<file path="config.mk">
export PLATFORM = sky130hd
export DESIGN_NAME = seek_stepper
export DESIGN_NICKNAME = d
export VERILOG_FILES = /design/src/rtl/seek_pkg.sv /design/src/rtl/seek_tick_timer.sv /design/src/rtl/seek_step_tally.sv /design/src/rtl/seek_seq_ctrl.sv /design/src/rtl/seek_stepper.sv
export SDC_FILE = /design/constraint.sdc
export NUM_CORES = 1
export LEC_CHECK = 0
export BUFFER_PORTS_ARGS = -buffer_cell sky130_fd_sc_hd__buf_2
export CORE_MARGIN = 8
export CORE_UTILIZATION = 25
export DETAILED_ROUTE_END_ITERATION = 8
export PLACE_DENSITY = 0.39
export SLEW_MARGIN = 20
export SYNTH_ARGS = -nofsm -noshare
export SYNTH_HDL_FRONTEND = slang
export SYNTH_SLANG_ARGS = --single-unit
</file>
<file path="constraint.sdc">
create_clock -name clk -period 3 [get_ports clk]
set_input_delay 0.6 -clock clk [delete_from_list [all_inputs] [get_ports clk]]
set_output_delay 0.6 -clock clk [all_outputs]
set_load 0.005 [all_outputs]
</file>
<file path="src/rtl/seek_pkg.sv">
// Shared types for the seek step sequencer.
// Assumes: nothing beyond IEEE 1800-2017 enum support.
package seek_pkg;

    // Phases of one seek sequence.
    typedef enum logic [2:0] {
        PH_IDLE  = 3'd0,
        PH_SETUP = 3'd1,
        PH_LOW   = 3'd2,
        PH_GAP   = 3'd3,
        PH_HOLD  = 3'd4,
        PH_DONE  = 3'd5
    } seek_phase_t;

endpackage

</file>
<file path="src/rtl/seek_tick_timer.sv">
// Phase interval timer: counts mclk ticks and flags the tick that ends an
// interval of `len` ticks. It restarts itself on that tick.
// Assumes: len >= 1 and len is held constant within one interval.
module seek_tick_timer #(
    parameter int TW = 8
) (
    input  logic          clk,
    input  logic          rst_n,
    input  logic          clear,
    input  logic          tick,
    input  logic [TW-1:0] len,
    output logic          expire
);
    logic [TW-1:0] cnt;

    // End of interval: the tick that completes `len` ticks.
    assign expire = tick && (cnt == len - 1'b1);

    // Tick counter, cleared when idle or at interval end.
    always_ff @(posedge clk) begin
        if (!rst_n || clear) begin
            cnt <= '0;
        end else if (tick) begin
            cnt <= expire ? '0 : cnt + 1'b1;
        end
    end

    AST_TIMER_IN_RANGE: assert property (@(posedge clk) disable iff (!rst_n)
        !clear |-> (cnt < len));

endmodule

</file>
<file path="src/rtl/seek_step_tally.sv">
// Step tally: counts issued step pulses of the current seek and compares
// them with the commanded count and with the recalibrate step limit.
// Assumes: clear and inc are never high together.
module seek_step_tally #(
    parameter int CNT_W     = 8,
    parameter int MAX_RECAL = 80
) (
    input  logic             clk,
    input  logic             rst_n,
    input  logic             clear,
    input  logic             inc,
    input  logic [CNT_W-1:0] target,
    output logic             reached,
    output logic             at_limit
);
    localparam logic [CNT_W-1:0] LIMIT = CNT_W'(MAX_RECAL);

    logic [CNT_W-1:0] issued;

    // Compare against the commanded count and the recalibrate limit.
    assign reached  = (issued == target);
    assign at_limit = (issued == LIMIT);

    // Issued-step counter.
    always_ff @(posedge clk) begin
        if (!rst_n || clear) begin
            issued <= '0;
        end else if (inc) begin
            issued <= issued + 1'b1;
        end
    end

    AST_NO_TALLY_WRAP: assert property (@(posedge clk) disable iff (!rst_n)
        inc |-> (issued != {CNT_W{1'b1}}));

endmodule

</file>
<file path="src/rtl/seek_seq_ctrl.sv">
// Sequencer control: accepts a command, walks the setup / low / gap / hold
// phases, and drives the step, direction, select and completion outputs.
// Assumes: the timer restarts at each phase end and is cleared when idle;
// the tally is cleared when a command is accepted.
module seek_seq_ctrl
    import seek_pkg::*;
#(
    parameter int           CNT_W     = 8,
    parameter int           TW        = 8,
    parameter logic [TW-1:0] SETUP_LEN = 4,
    parameter logic [TW-1:0] LOW_LEN   = 24,
    parameter logic [TW-1:0] GAP_LEN   = 108,
    parameter logic [TW-1:0] FINAL_LEN = 96
) (
    input  logic             clk,
    input  logic             rst_n,
    input  logic             tick,
    input  logic             start,
    input  logic [CNT_W-1:0] step_count,
    input  logic             move_out,
    input  logic             recal,
    input  logic             trk0_n,
    input  logic             expire,
    input  logic             reached,
    input  logic             at_limit,
    output logic             timer_clear,
    output logic [TW-1:0]    len,
    output logic             tally_clear,
    output logic             tally_inc,
    output logic [CNT_W-1:0] target,
    output logic             step_n,
    output logic             dir_out,
    output logic             sel_n,
    output logic             busy,
    output logic             done,
    output logic             seek_err
);
    seek_phase_t st, nxt;
    logic        recal_q;
    logic        step_q, sel_q, dir_q, err_q;
    logic        accept, step_fall, step_rise, err_next, more;

    // Another step is due: recalibrate until track zero or the limit.
    assign more = recal_q ? (trk0_n && !at_limit) : !reached;

    // Next phase and the events raised on each transition.
    always_comb begin
        nxt       = st;
        accept    = 1'b0;
        step_fall = 1'b0;
        step_rise = 1'b0;
        err_next  = 1'b0;
        case (st)
            PH_IDLE: begin
                if (start) begin
                    accept = 1'b1;
                    nxt    = (!recal && step_count == '0) ? PH_DONE : PH_SETUP;
                end
            end
            PH_SETUP: begin
                if (expire) begin
                    if (more) begin
                        nxt       = PH_LOW;
                        step_fall = 1'b1;
                    end else begin
                        nxt = PH_DONE;
                    end
                end
            end
            PH_LOW: begin
                if (expire) begin
                    step_rise = 1'b1;
                    nxt       = (!recal_q && reached) ? PH_HOLD : PH_GAP;
                end
            end
            PH_GAP: begin
                if (expire) begin
                    if (more) begin
                        nxt       = PH_LOW;
                        step_fall = 1'b1;
                    end else begin
                        nxt      = PH_DONE;
                        err_next = recal_q && trk0_n && at_limit;
                    end
                end
            end
            PH_HOLD: begin
                if (expire) nxt = PH_DONE;
            end
            PH_DONE: nxt = PH_IDLE;
            default: nxt = PH_IDLE;
        endcase
    end

    // Interval length of the current phase.
    always_comb begin
        case (st)
            PH_SETUP: len = SETUP_LEN;
            PH_LOW:   len = LOW_LEN;
            PH_GAP:   len = GAP_LEN;
            PH_HOLD:  len = FINAL_LEN;
            default:  len = TW'(1);
        endcase
    end

    // Phase register, latched command and registered drive outputs.
    always_ff @(posedge clk) begin
        if (!rst_n) begin
            st      <= PH_IDLE;
            target  <= '0;
            recal_q <= 1'b0;
            dir_q   <= 1'b1;
            step_q  <= 1'b1;
            sel_q   <= 1'b1;
            err_q   <= 1'b0;
        end else begin
            st <= nxt;
            if (accept) begin
                target  <= step_count;
                recal_q <= recal;
                dir_q   <= recal ? 1'b1 : move_out;
                sel_q   <= !recal && (step_count == '0);
                err_q   <= 1'b0;
            end
            if (step_fall) step_q <= 1'b0;
            if (step_rise) step_q <= 1'b1;
            if (nxt == PH_DONE && st != PH_DONE) begin
                sel_q <= 1'b1;
                err_q <= err_next;
            end
        end
    end

    assign timer_clear = (st == PH_IDLE) || (st == PH_DONE);
    assign tally_clear = accept;
    assign tally_inc   = step_fall;
    assign step_n      = step_q;
    assign dir_out     = dir_q;
    assign sel_n       = sel_q;
    assign busy        = (st != PH_IDLE);
    assign done        = (st == PH_DONE);
    assign seek_err    = done && err_q;

    AST_DIR_HELD: assert property (@(posedge clk) disable iff (!rst_n)
        (!sel_q && $past(!sel_q)) |-> $stable(dir_q));
    AST_STEP_ON_TICK: assert property (@(posedge clk) disable iff (!rst_n)
        $fell(step_q) |-> $past(tick));
    AST_STEP_NEEDS_SEL: assert property (@(posedge clk) disable iff (!rst_n)
        !step_q |-> !sel_q);
    AST_DONE_SINGLE: assert property (@(posedge clk) disable iff (!rst_n)
        done |=> !done);
    AST_RECAL_OUTWARD: assert property (@(posedge clk) disable iff (!rst_n)
        (recal_q && !sel_q) |-> dir_q);
    AST_ERR_ONLY_RECAL: assert property (@(posedge clk) disable iff (!rst_n)
        seek_err |-> recal_q);
    AST_IGNORE_BUSY: assert property (@(posedge clk) disable iff (!rst_n)
        (busy && start) |=> ($stable(target) && $stable(dir_q)));

endmodule

</file>
<file path="src/rtl/seek_stepper.sv">
// Floppy head seek step sequencer, top level. Wires the phase timer, the
// step tally and the control sequencer; derives phase lengths from the
// timing parameters, all in mclk_tick periods.
// Assumes: mclk_tick is a one-clock enable, one pulse per MCLK period;
// CYCLE_TICKS > LOW_TICKS; MAX_RECAL fits in CNT_W bits.
module seek_stepper #(
    parameter int CNT_W          = 8,
    parameter int SETUP_TICKS    = 4,
    parameter int LOW_TICKS      = 24,
    parameter int DIR_HOLD_TICKS = 96,
    parameter int CYCLE_TICKS    = 132,
    parameter int SEL_HOLD_TICKS = 20,
    parameter int MAX_RECAL      = 80
) (
    input  logic             clk,
    input  logic             rst_n,
    input  logic             mclk_tick,
    input  logic             start,
    input  logic [CNT_W-1:0] step_count,
    input  logic             move_out,
    input  logic             recal,
    input  logic             trk0_n,
    output logic             step_n,
    output logic             dir_out,
    output logic             sel_n,
    output logic             busy,
    output logic             done,
    output logic             seek_err
);
    localparam int GAP_TICKS   = CYCLE_TICKS - LOW_TICKS;
    localparam int SEL_AFTER   = SEL_HOLD_TICKS - LOW_TICKS;
    localparam int FINAL_TICKS = (DIR_HOLD_TICKS > SEL_AFTER) ? DIR_HOLD_TICKS : SEL_AFTER;
    localparam int MAX_A       = (SETUP_TICKS > LOW_TICKS) ? SETUP_TICKS : LOW_TICKS;
    localparam int MAX_B       = (GAP_TICKS > FINAL_TICKS) ? GAP_TICKS : FINAL_TICKS;
    localparam int MAX_LEN     = (MAX_A > MAX_B) ? MAX_A : MAX_B;
    localparam int TW          = $clog2(MAX_LEN + 1);

    logic             timer_clear, expire;
    logic [TW-1:0]    len;
    logic             tally_clear, tally_inc, reached, at_limit;
    logic [CNT_W-1:0] target;

    seek_tick_timer #(.TW(TW)) u_timer (
        .clk    (clk),
        .rst_n  (rst_n),
        .clear  (timer_clear),
        .tick   (mclk_tick),
        .len    (len),
        .expire (expire)
    );

    seek_step_tally #(.CNT_W(CNT_W), .MAX_RECAL(MAX_RECAL)) u_tally (
        .clk      (clk),
        .rst_n    (rst_n),
        .clear    (tally_clear),
        .inc      (tally_inc),
        .target   (target),
        .reached  (reached),
        .at_limit (at_limit)
    );

    seek_seq_ctrl #(
        .CNT_W     (CNT_W),
        .TW        (TW),
        .SETUP_LEN (TW'(SETUP_TICKS)),
        .LOW_LEN   (TW'(LOW_TICKS)),
        .GAP_LEN   (TW'(GAP_TICKS)),
        .FINAL_LEN (TW'(FINAL_TICKS))
    ) u_ctrl (
        .clk         (clk),
        .rst_n       (rst_n),
        .tick        (mclk_tick),
        .start       (start),
        .step_count  (step_count),
        .move_out    (move_out),
        .recal       (recal),
        .trk0_n      (trk0_n),
        .expire      (expire),
        .reached     (reached),
        .at_limit    (at_limit),
        .timer_clear (timer_clear),
        .len         (len),
        .tally_clear (tally_clear),
        .tally_inc   (tally_inc),
        .target      (target),
        .step_n      (step_n),
        .dir_out     (dir_out),
        .sel_n       (sel_n),
        .busy        (busy),
        .done        (done),
        .seek_err    (seek_err)
    );

    AST_DONE_IDLE_SEL: assert property (@(posedge clk) disable iff (!rst_n)
        done |-> sel_n);

endmodule

</file>
==> metrics.yaml <==
ant_nets: 0
syn_nets: 225
synth_area_sq_um: 1730
dieWidth_microns: 99.3
yosysWarningCount: 0
cp_top_family: "flip-flops"
reg2reg_slack_ps: 750
place_congestion: 0.733
synth_area_per_cell_sq_um: 8.37
post-cts-setup-buffers: 0
slew_headroom: 0.547
dp_slack_ps: 790
drt-pass1-iter-count: 4
cp_slowest_cell: "dfxtp_1"
pin_count: 21
synth_ff_type: "dfxtp_1"
drc_errors: 0
timing.final.crit_share: 0.750
antenna_found_initial: 0
areaGrowthSynthToFinish_pct: 14.9
yosys-top-cells-count: "dfxtp_1, nand2_1, nor2_1"
dp_hpwl_mm: 3.31
max-cap-violations: 0
yosysTopAreaCellShare: 0.358
initial_core_util: 0.256
synth_top_area_cell: "dfxtp_1"
max_freq_mhz: 444
cp.required_ps: 3160
htreeDepth: 2
cts.clk_slew.worst_paths_ps: 70
antenna_cells: 0
syn_inst: 207
fin_crit_ps: 2250
clockBufferDepth: 2
async_flop_share: 0
crit_type: "reg2reg"
path_common_cell: "nor2_1"
p_leak_nw: 0.735
vias: 1464
drt_iter0_drc: 66
setup_viol: 0
clk_latency_ps: 290
power_density_nw_per_um2: 531
critPathBufInv: 0
hp-class: "reg2reg"
rsz0062_at_grt: "false"
cts_sinks: 31
cts_tree: "done"
synth-seq-cells: 31
netlist_top_cells_area: "dfxtp_1, nand2_1, xor2_1"
setup_ws_ps: 749
start_kind: "flop"
yosysMostFrequentCell: "dfxtp_1"
io_buffers: 20
wirelength_mm: 4.53
ctsHoldBuffers: 0
max_stage_delay_ps: 760
via_per_inst: 4.77
hold_violations: 0
drv_slew: 0
fin_skew_ps: 9.69
crit_arrival_ps: 2410
tns_ps: 0
end_kind: "flop"
cts_resized: 0
die_area_sq_um: 9850
rows: 30
grt_usage: 0.0969
cts_made_buffers: 5
ys_seq_area_frac: 0.358
hold_ws_ps: 476
cts_root_buf: "clkbuf_8"
final_nets: 245
core_sq_um: 6760
irDropWorstVdd_mv: 0.201
overflow: 0
tightest_slew_ps: 679
die_h_microns: 99.3
final_layout_size_suffix_gt1_frac: 0.185
critical_path.max_fanout: 19
routedWlPerCell_microns: 14.8
grt_max_degree: 20
grt_pass1_vias: 1514
grt_pass1_wl_mm: 7.59
ys_types: 45
status: "finished, final reports clean"
synth_edf_count: 0
total_power_mw: 1.06
crit_path_cell_trace: "nor2_1, a22oi_1, a32o_2, nand4_4, nor4_2, xnor2_1, nor2_1"
placedCellCount: 300
layout.cells.non_filler: 307
-- through the flow --
| stage | area (sq um) | util |
|---|---|---|
| 3_5_place_dp | 1900 | 0.282 |
| 3_3_place_gp | 1900 | 0.282 |
| 5_1_grt | 1990 | 0.295 |
| 4_1_cts | 1990 | 0.295 |
| 2_1_floorplan | 1730 | - |
| 6_report | 1990 | 0.295 |
-- flip-flops by register name, summed over array words and instances (netlist names) --
| signal | cells |
|---|---|
| u_ctrl.st | 3 |
| u_ctrl.recal_q | 1 |
| u_ctrl.err_q | 1 |
| u_timer.cnt | 7 |
| u_ctrl.dir_out | 1 |
| u_ctrl.step_n | 1 |
| u_ctrl.target | 8 |
| u_ctrl.sel_n | 1 |
| u_tally.issued | 8 |
-- worst min-delay path, stage by stage (launching register included) --
cell	delay, ps
dfxtp_1	320
nand2_1	50
a21boi_0	60
-- logic make-up (layout without fill, tap and decap cells) --
kind of cell,count (synthesis),after routing,synth area share
compound gates,32,32,0.141
mux,1,1,0.00578
buf+inv,13,33,0.0361
simple gates,107,107,0.332
flops,31,31,0.358
fa+ha+maj,3,3,0.0217
xor+xnor,20,20,0.105
-- layout by cell type, fill, tap and decap left out, drive strengths merged, types with 7 or more instances in the layout --
master,count
xor2,11
xnor2,9
a21oi,8
nor2,25
nand2,31
nand4,11
buf,21
a21boi,9
dfxtp,31
nor3,7
-- per-layer routing --
| metal | GRT usage | wire length, microns |
|---|---|---|
| met3 | 0.0209 | 135 |
| met1 | 0.129 | 2450 |
| met5 | 0 | 0 |
| met4 | 0.0489 | 78 |
| met2 | 0.143 | 1870 |
-- layout make-up --
type	count	area, sq um
flip-flops and latches	31	621
repair buffers	21	108
multi-input cells	163	1060
fillers	750	4770
clock inverters	1	5.00
well taps	80	100
clock buffers	6	82.6
inverters	5	18.8
-- power breakdown --
group	internal, mW	switching, mW	total, mW
Clock	0.180	0.161	0.341
Combinational	0.0921	0.142	0.234
Sequential	0.439	0.0423	0.481
Total	0.711	0.346	1.06
-- worst paths after layout --
| kind | endpoint | start | cells past startpoint |
|---|---|---|---|
| setup / recovery | u_tally.issued[5] | u_ctrl.st[0] | 7 |
| hold / removal | u_ctrl.target[7] | u_ctrl.target[7] | 2 |
| setup reg to reg | u_tally.issued[5] | u_ctrl.st[0] | 7 |
| hold reg to reg | u_ctrl.target[7] | u_ctrl.target[7] | 2 |
Power figures use the tool's default switching activity.
